$ cat config.mk
export PLATFORM = sky130hd
export DESIGN_NAME = mcs_bin_scaler
export DESIGN_NICKNAME = d
export VERILOG_FILES = /design/src/rtl/mcs_pkg.sv /design/src/rtl/mcs_edge_sync.sv /design/src/rtl/mcs_bin_bank.sv /design/src/rtl/mcs_bin_fifo.sv /design/src/rtl/mcs_bin_scaler.sv
export SDC_FILE = /design/constraint.sdc
export NUM_CORES = 2
export LEC_CHECK = 0
export ABC_CLOCK_PERIOD_IN_PS = 22700
export BUFFER_PORTS_ARGS = -buffer_cell sky130_fd_sc_hd__buf_2
export CAP_MARGIN = 40
export CORE_ASPECT_RATIO = 0.5
export CORE_MARGIN = 2
export CORE_UTILIZATION = 61
export DETAILED_ROUTE_END_ITERATION = 12
export PLACE_DENSITY = 0.89
export SYNTH_ARGS = -nofsm -noshare
export SYNTH_HDL_FRONTEND = slang
export SYNTH_SLANG_ARGS = --single-unit
$ cat constraint.sdc
create_clock -name clk -period 22.7 [get_ports clk]
set_input_delay 3.405 -clock clk [delete_from_list [all_inputs] [get_ports clk]]
set_output_delay 3.405 -clock clk [all_outputs]
set_load 0.005 [all_outputs]
$ cat src/rtl/mcs_pkg.sv
package mcs_pkg;
  typedef enum logic [1:0] {
    ST_IDLE = 2'd0,
    ST_RUN  = 2'd1,
    ST_DONE = 2'd2
  } acq_state_t;

  function automatic int idx_width(input int n);
    return (n > 1) ? $clog2(n) : 1;
  endfunction
endpackage

$ cat src/rtl/mcs_edge_sync.sv
module mcs_edge_sync #(
  parameter int W = 1
) (
  input  logic         clk,
  input  logic         rst,
  input  logic [W-1:0] async_i,
  output logic [W-1:0] rise_o
);
  for (genvar g = 0; g < W; g++) begin : g_bit
    logic s1_q, s2_q, s3_q, rise_q;
    always_ff @(posedge clk) begin
      if (rst) begin
        s1_q   <= 1'b0;
        s2_q   <= 1'b0;
        s3_q   <= 1'b0;
        rise_q <= 1'b0;
      end else begin
        s1_q   <= async_i[g];
        s2_q   <= s1_q;
        s3_q   <= s2_q;
        rise_q <= s2_q & ~s3_q;
      end
    end
    assign rise_o[g] = rise_q;
  end
endmodule

$ cat src/rtl/mcs_bin_bank.sv
module mcs_bin_bank #(
  parameter int NCH = 4,
  parameter int CW  = 32
) (
  input  logic            clk,
  input  logic            rst,
  input  logic            clear_i,
  input  logic            count_en_i,
  input  logic [NCH-1:0]  hit_i,
  input  logic            close_i,
  output logic [NCH*CW-1:0] bin_o
);
  for (genvar c = 0; c < NCH; c++) begin : g_ch
    logic [CW-1:0] cnt_q;
    logic [CW-1:0] cnt_next;
    assign cnt_next = cnt_q + ((count_en_i && hit_i[c]) ? CW'(1) : CW'(0));
    always_ff @(posedge clk) begin
      if (rst || clear_i) begin
        cnt_q <= '0;
      end else if (close_i) begin
        cnt_q <= '0;
      end else begin
        cnt_q <= cnt_next;
      end
    end
    // closing snapshot includes an edge that lands in the closing cycle
    assign bin_o[c*CW +: CW] = cnt_next;
  end
endmodule

$ cat src/rtl/mcs_bin_fifo.sv
module mcs_bin_fifo #(
  parameter int NCH   = 4,
  parameter int CW    = 32,
  parameter int DEPTH = 8
) (
  input  logic              clk,
  input  logic              rst,
  input  logic              push_i,
  input  logic [NCH*CW-1:0] push_data_i,
  input  logic              rd_en_i,
  output logic [CW-1:0]     rd_data_o,
  output logic              rd_valid_o,
  output logic              empty_o,
  output logic              full_o,
  output logic [$clog2(DEPTH):0] level_o
);
  localparam int AW = mcs_pkg::idx_width(DEPTH);
  localparam int IW = mcs_pkg::idx_width(NCH);
  localparam int LW = $clog2(DEPTH) + 1;

  logic [NCH*CW-1:0] mem [DEPTH];
  logic [AW-1:0] wr_ptr_q, rd_ptr_q;
  logic [IW-1:0] word_q, sel_q;
  logic [LW-1:0] count_q;
  logic [NCH*CW-1:0] line_q;
  logic valid_q;
  logic rd_fire, pop, push_ok;

  assign empty_o = (count_q == '0);
  assign full_o  = (count_q == LW'(DEPTH));
  assign level_o = count_q;
  assign rd_fire = rd_en_i && !empty_o;
  assign pop     = rd_fire && (word_q == IW'(NCH-1));
  assign push_ok = push_i && !full_o;

  always_ff @(posedge clk) begin
    if (push_ok) mem[wr_ptr_q] <= push_data_i;
  end

  always_ff @(posedge clk) begin
    if (rd_fire) line_q <= mem[rd_ptr_q];
  end

  always_ff @(posedge clk) begin
    if (rst) begin
      wr_ptr_q <= '0;
      rd_ptr_q <= '0;
      word_q   <= '0;
      sel_q    <= '0;
      count_q  <= '0;
      valid_q  <= 1'b0;
    end else begin
      valid_q <= rd_fire;
      if (rd_fire) begin
        sel_q  <= word_q;
        word_q <= pop ? '0 : word_q + IW'(1);
      end
      if (pop) rd_ptr_q <= (rd_ptr_q == AW'(DEPTH-1)) ? '0 : rd_ptr_q + AW'(1);
      if (push_ok) wr_ptr_q <= (wr_ptr_q == AW'(DEPTH-1)) ? '0 : wr_ptr_q + AW'(1);
      case ({push_ok, pop})
        2'b10:   count_q <= count_q + LW'(1);
        2'b01:   count_q <= count_q - LW'(1);
        default: count_q <= count_q;
      endcase
    end
  end

  assign rd_data_o  = line_q[sel_q*CW +: CW];
  assign rd_valid_o = valid_q;
endmodule

$ cat src/rtl/mcs_bin_scaler.sv
module mcs_bin_scaler #(
  parameter int NCH   = 4,
  parameter int CW    = 32,
  parameter int LIMW  = 24,
  parameter int DEPTH = 8
) (
  input  logic             clk,
  input  logic             rst,
  input  logic             arm_i,
  input  logic [LIMW-1:0]  limit_i,
  input  logic             gate_en_i,
  input  logic             gate_i,
  input  logic [NCH-1:0]   chan_i,
  input  logic             strobe_i,
  input  logic             rd_en_i,
  output logic [CW-1:0]    rd_data_o,
  output logic             rd_valid_o,
  output logic             fifo_empty_o,
  output logic [$clog2(DEPTH):0] fifo_level_o,
  output logic [LIMW-1:0]  strobe_cnt_o,
  output logic             done_o,
  output logic             overflow_o
);
  import mcs_pkg::*;

  acq_state_t state_q;
  logic [LIMW-1:0] limit_q, scnt_q;
  logic overflow_q;
  logic [NCH-1:0] hit;
  logic strobe_rise, close, count_en, fifo_full;
  logic [NCH*CW-1:0] bin_snap;

  mcs_edge_sync #(.W(NCH)) u_chan_sync (
    .clk(clk), .rst(rst), .async_i(chan_i), .rise_o(hit)
  );

  mcs_edge_sync #(.W(1)) u_strobe_sync (
    .clk(clk), .rst(rst), .async_i(strobe_i), .rise_o(strobe_rise)
  );

  assign close    = (state_q == ST_RUN) && strobe_rise && !arm_i;
  assign count_en = (state_q == ST_RUN) && (!gate_en_i || gate_i);

  mcs_bin_bank #(.NCH(NCH), .CW(CW)) u_bank (
    .clk(clk), .rst(rst), .clear_i(arm_i), .count_en_i(count_en),
    .hit_i(hit), .close_i(close), .bin_o(bin_snap)
  );

  mcs_bin_fifo #(.NCH(NCH), .CW(CW), .DEPTH(DEPTH)) u_fifo (
    .clk(clk), .rst(rst), .push_i(close), .push_data_i(bin_snap),
    .rd_en_i(rd_en_i), .rd_data_o(rd_data_o), .rd_valid_o(rd_valid_o),
    .empty_o(fifo_empty_o), .full_o(fifo_full), .level_o(fifo_level_o)
  );

  always_ff @(posedge clk) begin
    if (rst) begin
      state_q    <= ST_IDLE;
      limit_q    <= '0;
      scnt_q     <= '0;
      overflow_q <= 1'b0;
    end else if (arm_i) begin
      limit_q    <= limit_i;
      scnt_q     <= '0;
      overflow_q <= 1'b0;
      state_q    <= (limit_i == '0) ? ST_DONE : ST_RUN;
    end else if (close) begin
      scnt_q <= scnt_q + LIMW'(1);
      if (fifo_full) overflow_q <= 1'b1;
      if (scnt_q + LIMW'(1) == limit_q) state_q <= ST_DONE;
    end
  end

  assign strobe_cnt_o = scnt_q;
  assign done_o       = (state_q == ST_DONE);
  assign overflow_o   = overflow_q;
endmodule

==> out/results.ini <==
[run_status]
status=completed

[layout]
fin_area_um2=59060
final_cells=4164
mostFrequentLayoutCells=edfxtp_1, mux4_2, dfxtp_1, mux2_2, and2_1
drive_above_1_share=0.2651
area_growth_pct=12.01
final_common_cell=edfxtp_1
final_net_count=2947

[global_routing]
grt_pass1_wl_um=201800
track_usage=0.3183
grt_max_degree=144
antenna_found_initial=14
grt-ovfl-total=0
grt_pass1_vias=29108

[power_and_ir_drop]
pwr-share-comb=0.006
p_int_mw=3.908
power.leakage_nw=17.81
vdd_drop_max_uv=63.21
clkPwrFrac=0.445
seqPwrFrac=0.549
switching_share=0.2013
switching_power_mw=0.9848
powerDensity_nw_per_um2=82.85
power_mw=4.893

[worst_setup_path]
cp_cell_sequence=buf_2 -> nor2b_1 -> nor3b_1 -> and2_1 -> ha_1 -> ha_1 -> and3_1 -> nand4_1 -> nor3_1 -> nand4_1 -> xnor2_1
end_kind=flip-flop
rr_startpoint=u_fifo.rd_ptr_q[0]
worst_r2r_path_depth=5
r2r-end=u_fifo.line_q[43]
crit_type=primary input to flip-flop
arrival_ns=7.38
cp_max_fo=9
crit_slowest_cell=xnor2_1
cp-start-kind=primary input
r2r_slack_ns=18.18
cp_slowest_stage_delay_ns=0.66
crit_required_ns=23.13

[clock_network]
clk_path_buf_depth=3
cts.htree.levels=3
cts_buffers=111
numClockSinks=1366
cts_tree=built
cts_setup_buffers=0
cts_hold_buf=0
clk_latency_ns=0.74
postCtsResizedCells=0
clkTransAtPathRegs_ns=0.07
cts_root_buf=clkbuf_16

[detailed_routing]
vias=29668
wl_per_cell_um=35.28
drt_iter0_markers=5334
routed_wl_um=146900
ant_nets=0
dr.pass1.iters=6
vias_per_cell=7.125
detail_route.drc_violations=0

[sta]
min_period_ns=6.957
rsz0062_at_grt=false
fmax_mhz=143.8
fin_crit_sh=0.3065
setup_tns_ns=0
finalMaxSlewViolations=0
tightestPinTransition_ns=1.282
hold_viol=0
finalClockSkew_ns=0.03847
slew_headroom=0.1451
setup_viol=0

[worst_hold_path]
holdPathStages=1
min-delay-start=u_strobe_sync.g_bit[0].s3_q
hold_path.class=flip-flop to flip-flop
hold_end=u_strobe_sync.rise_o

[logic_synthesis]
syn_inst=2743
synth_area_leaders=edfxtp_1, mux4_2, dfxtp_1
synthesis.area_um2=52720
synth-seq-cells=1366
synth_seq_area_share=0.7374
synthArstFlopShare=0
synth_ff_type=edfxtp_1
syn_avg_cell_area_um2=19.22
yosys.area.top_type_share=0.6561
synth_edf_count=1152
yosysTopAreaCell=edfxtp_1
syn_nets=2797
synth_warnings=0
synth_cell_types=56

[place]
dp.cells=3943
place_area_um2=54920
port_buffers=98
gp_congestion=0.8612
dp_hpwl_um=68360

[floorplan]
die_x_um=419.8
die_h_um=211.9
core-area_um2=85870
start_util=0.6140
rows=76
die_area_um2=88940
io_pins=99

[job]
drv_cap=0

critical path, delay by kind of cell:
family / cells / cell delay (ns)
simple gates: 7 / 2.42
fa+ha+maj: 2 / 0.78
xor+xnor: 1 / 0.66
buf+inv: 1 / 0.10
kinds of logic (layout without fill, tap and decap cells):
| kind of cell | count (synthesis) | after routing | synth area share |
|---|---|---|---|
| flops | 1366 | 1366 | 0.7374 |
| simple gates | 563 | 563 | 0.05774 |
| mux | 440 | 440 | 0.1549 |
| xor+xnor | 180 | 180 | 0.03047 |
| buf+inv | 133 | 381 | 0.01009 |
| compound gates | 42 | 42 | 0.004770 |
| fa+ha+maj | 19 | 19 | 0.004651 |
| other cells | 0 | 3 | 0 |
sequential cells by signal, summed over array words and instances (netlist names):
name / flops
u_fifo.line_q: 128
state_q: 2
u_strobe_sync.g_bit.s1_q: 1
u_fifo.level_o: 4
u_strobe_sync.rise_o: 1
u_chan_sync.g_bit.rise_q: 4
limit_q: 24
u_fifo.word_q: 2
u_fifo.rd_ptr_q: 3
strobe_cnt_o: 24
u_fifo.wr_ptr_q: 3
u_strobe_sync.g_bit.s3_q: 1
u_fifo.mem: 1024
u_chan_sync.g_bit.s2_q: 4
u_bank.g_ch.cnt_q: 128
u_chan_sync.g_bit.s3_q: 4
u_strobe_sync.g_bit.s2_q: 1
u_fifo.rd_valid_o: 1
u_fifo.sel_q: 2
overflow_o: 1
u_chan_sync.g_bit.s1_q: 4
worst max-delay path by stage:
stage | start | end | slack [ns] | depth (start not counted)
6_report | gate_en_i | u_fifo.mem[2][126] | 15.74 | 11
5_1_grt | gate_en_i | u_bank.g_ch[3].cnt_q[30] | 15.71 | 12
4_1_cts | gate_en_i | u_bank.g_ch[3].cnt_q[30] | 16.01 | 12
3_5_place_dp | gate_en_i | u_fifo.mem[7][60] | 15.64 | 11
3_3_place_gp | arm_i | u_fifo.mem[7][110] | 15.46 | 8
2_1_floorplan | arm_i | u_fifo.mem[0][0] | 5.63 | 4
cell usage after synthesis (2+ instances only):
library cell and instances:
a211o_1 2, a21oi_1 18, a31oi_1 3, and2_1 124, and3_1 33, and4_1 10, buf_1 22, buf_2 23
clkbuf_1 74, dfxtp_1 214, edfxtp_1 1152, ha_1 18, inv_1 13, mux2_2 128, mux2i_1 24, mux4_2 288
nand2_1 84, nand2b_1 6, nand3_1 59, nand4_1 38, nor2_1 109, nor2_2 4, nor2b_1 25, nor3_1 30
nor3b_1 5, nor4_1 12, nor4_2 4, o211ai_1 2, o21ai_0 9, or2_2 3, or3_1 4, or3_4 2
xnor2_1 118, xor2_1 58, xor2_2 4
routing by layer:
| layer | GRT usage | vias to the layer above | wire (µm) |
|---|---|---|---|
| li1 | - | 11108 | - |
| met1 | 0.4143 | 14689 | 47970 |
| met2 | 0.5011 | 3187 | 68720 |
| met3 | 0.09897 | 666 | 21310 |
| met4 | 0.1400 | 18 | 8767 |
| met5 | 0 | - | 148 |
area by class of cell:
type	instances	area, µm²
diodes	3	7.507
clock buffers	150	3162
clock inverters	61	889.6
fillers	4545	26810
inverters	13	53.80
multi-input cells	1244	13370
flip-flops and latches	1366	38890
well taps	1170	1464
repair buffers	157	1216
power groups by stage:
stage / clock network [mW] / logic, mW / registers (mW)
finish: 2.18 / 0.0306 / 2.69
global route: 2.25 / 0.0325 / 2.69
CTS: 2.15 / 0.0293 / 2.69
detailed placement: 0 / 0.0287 / 2.74
global placement: 0 / 0.0272 / 2.74
floorplan: 0 / 0.0181 / 2.74
per-stage QoR:
| stage | util | worst slack (ns) | hold slack (ns) |
|---|---|---|---|
| after floorplan | - | 5.629 | 0.3674 |
| after global placement | 0.6356 | 15.46 | 0.3723 |
| after detailed placement | 0.6396 | 15.64 | 0.3740 |
| after CTS | 0.6868 | 16.01 | 0.3862 |
| after global routing | 0.6877 | 15.71 | 0.4172 |
| final | 0.6878 | 15.74 | 0.3851 |
Power figures use the tool's default switching activity.
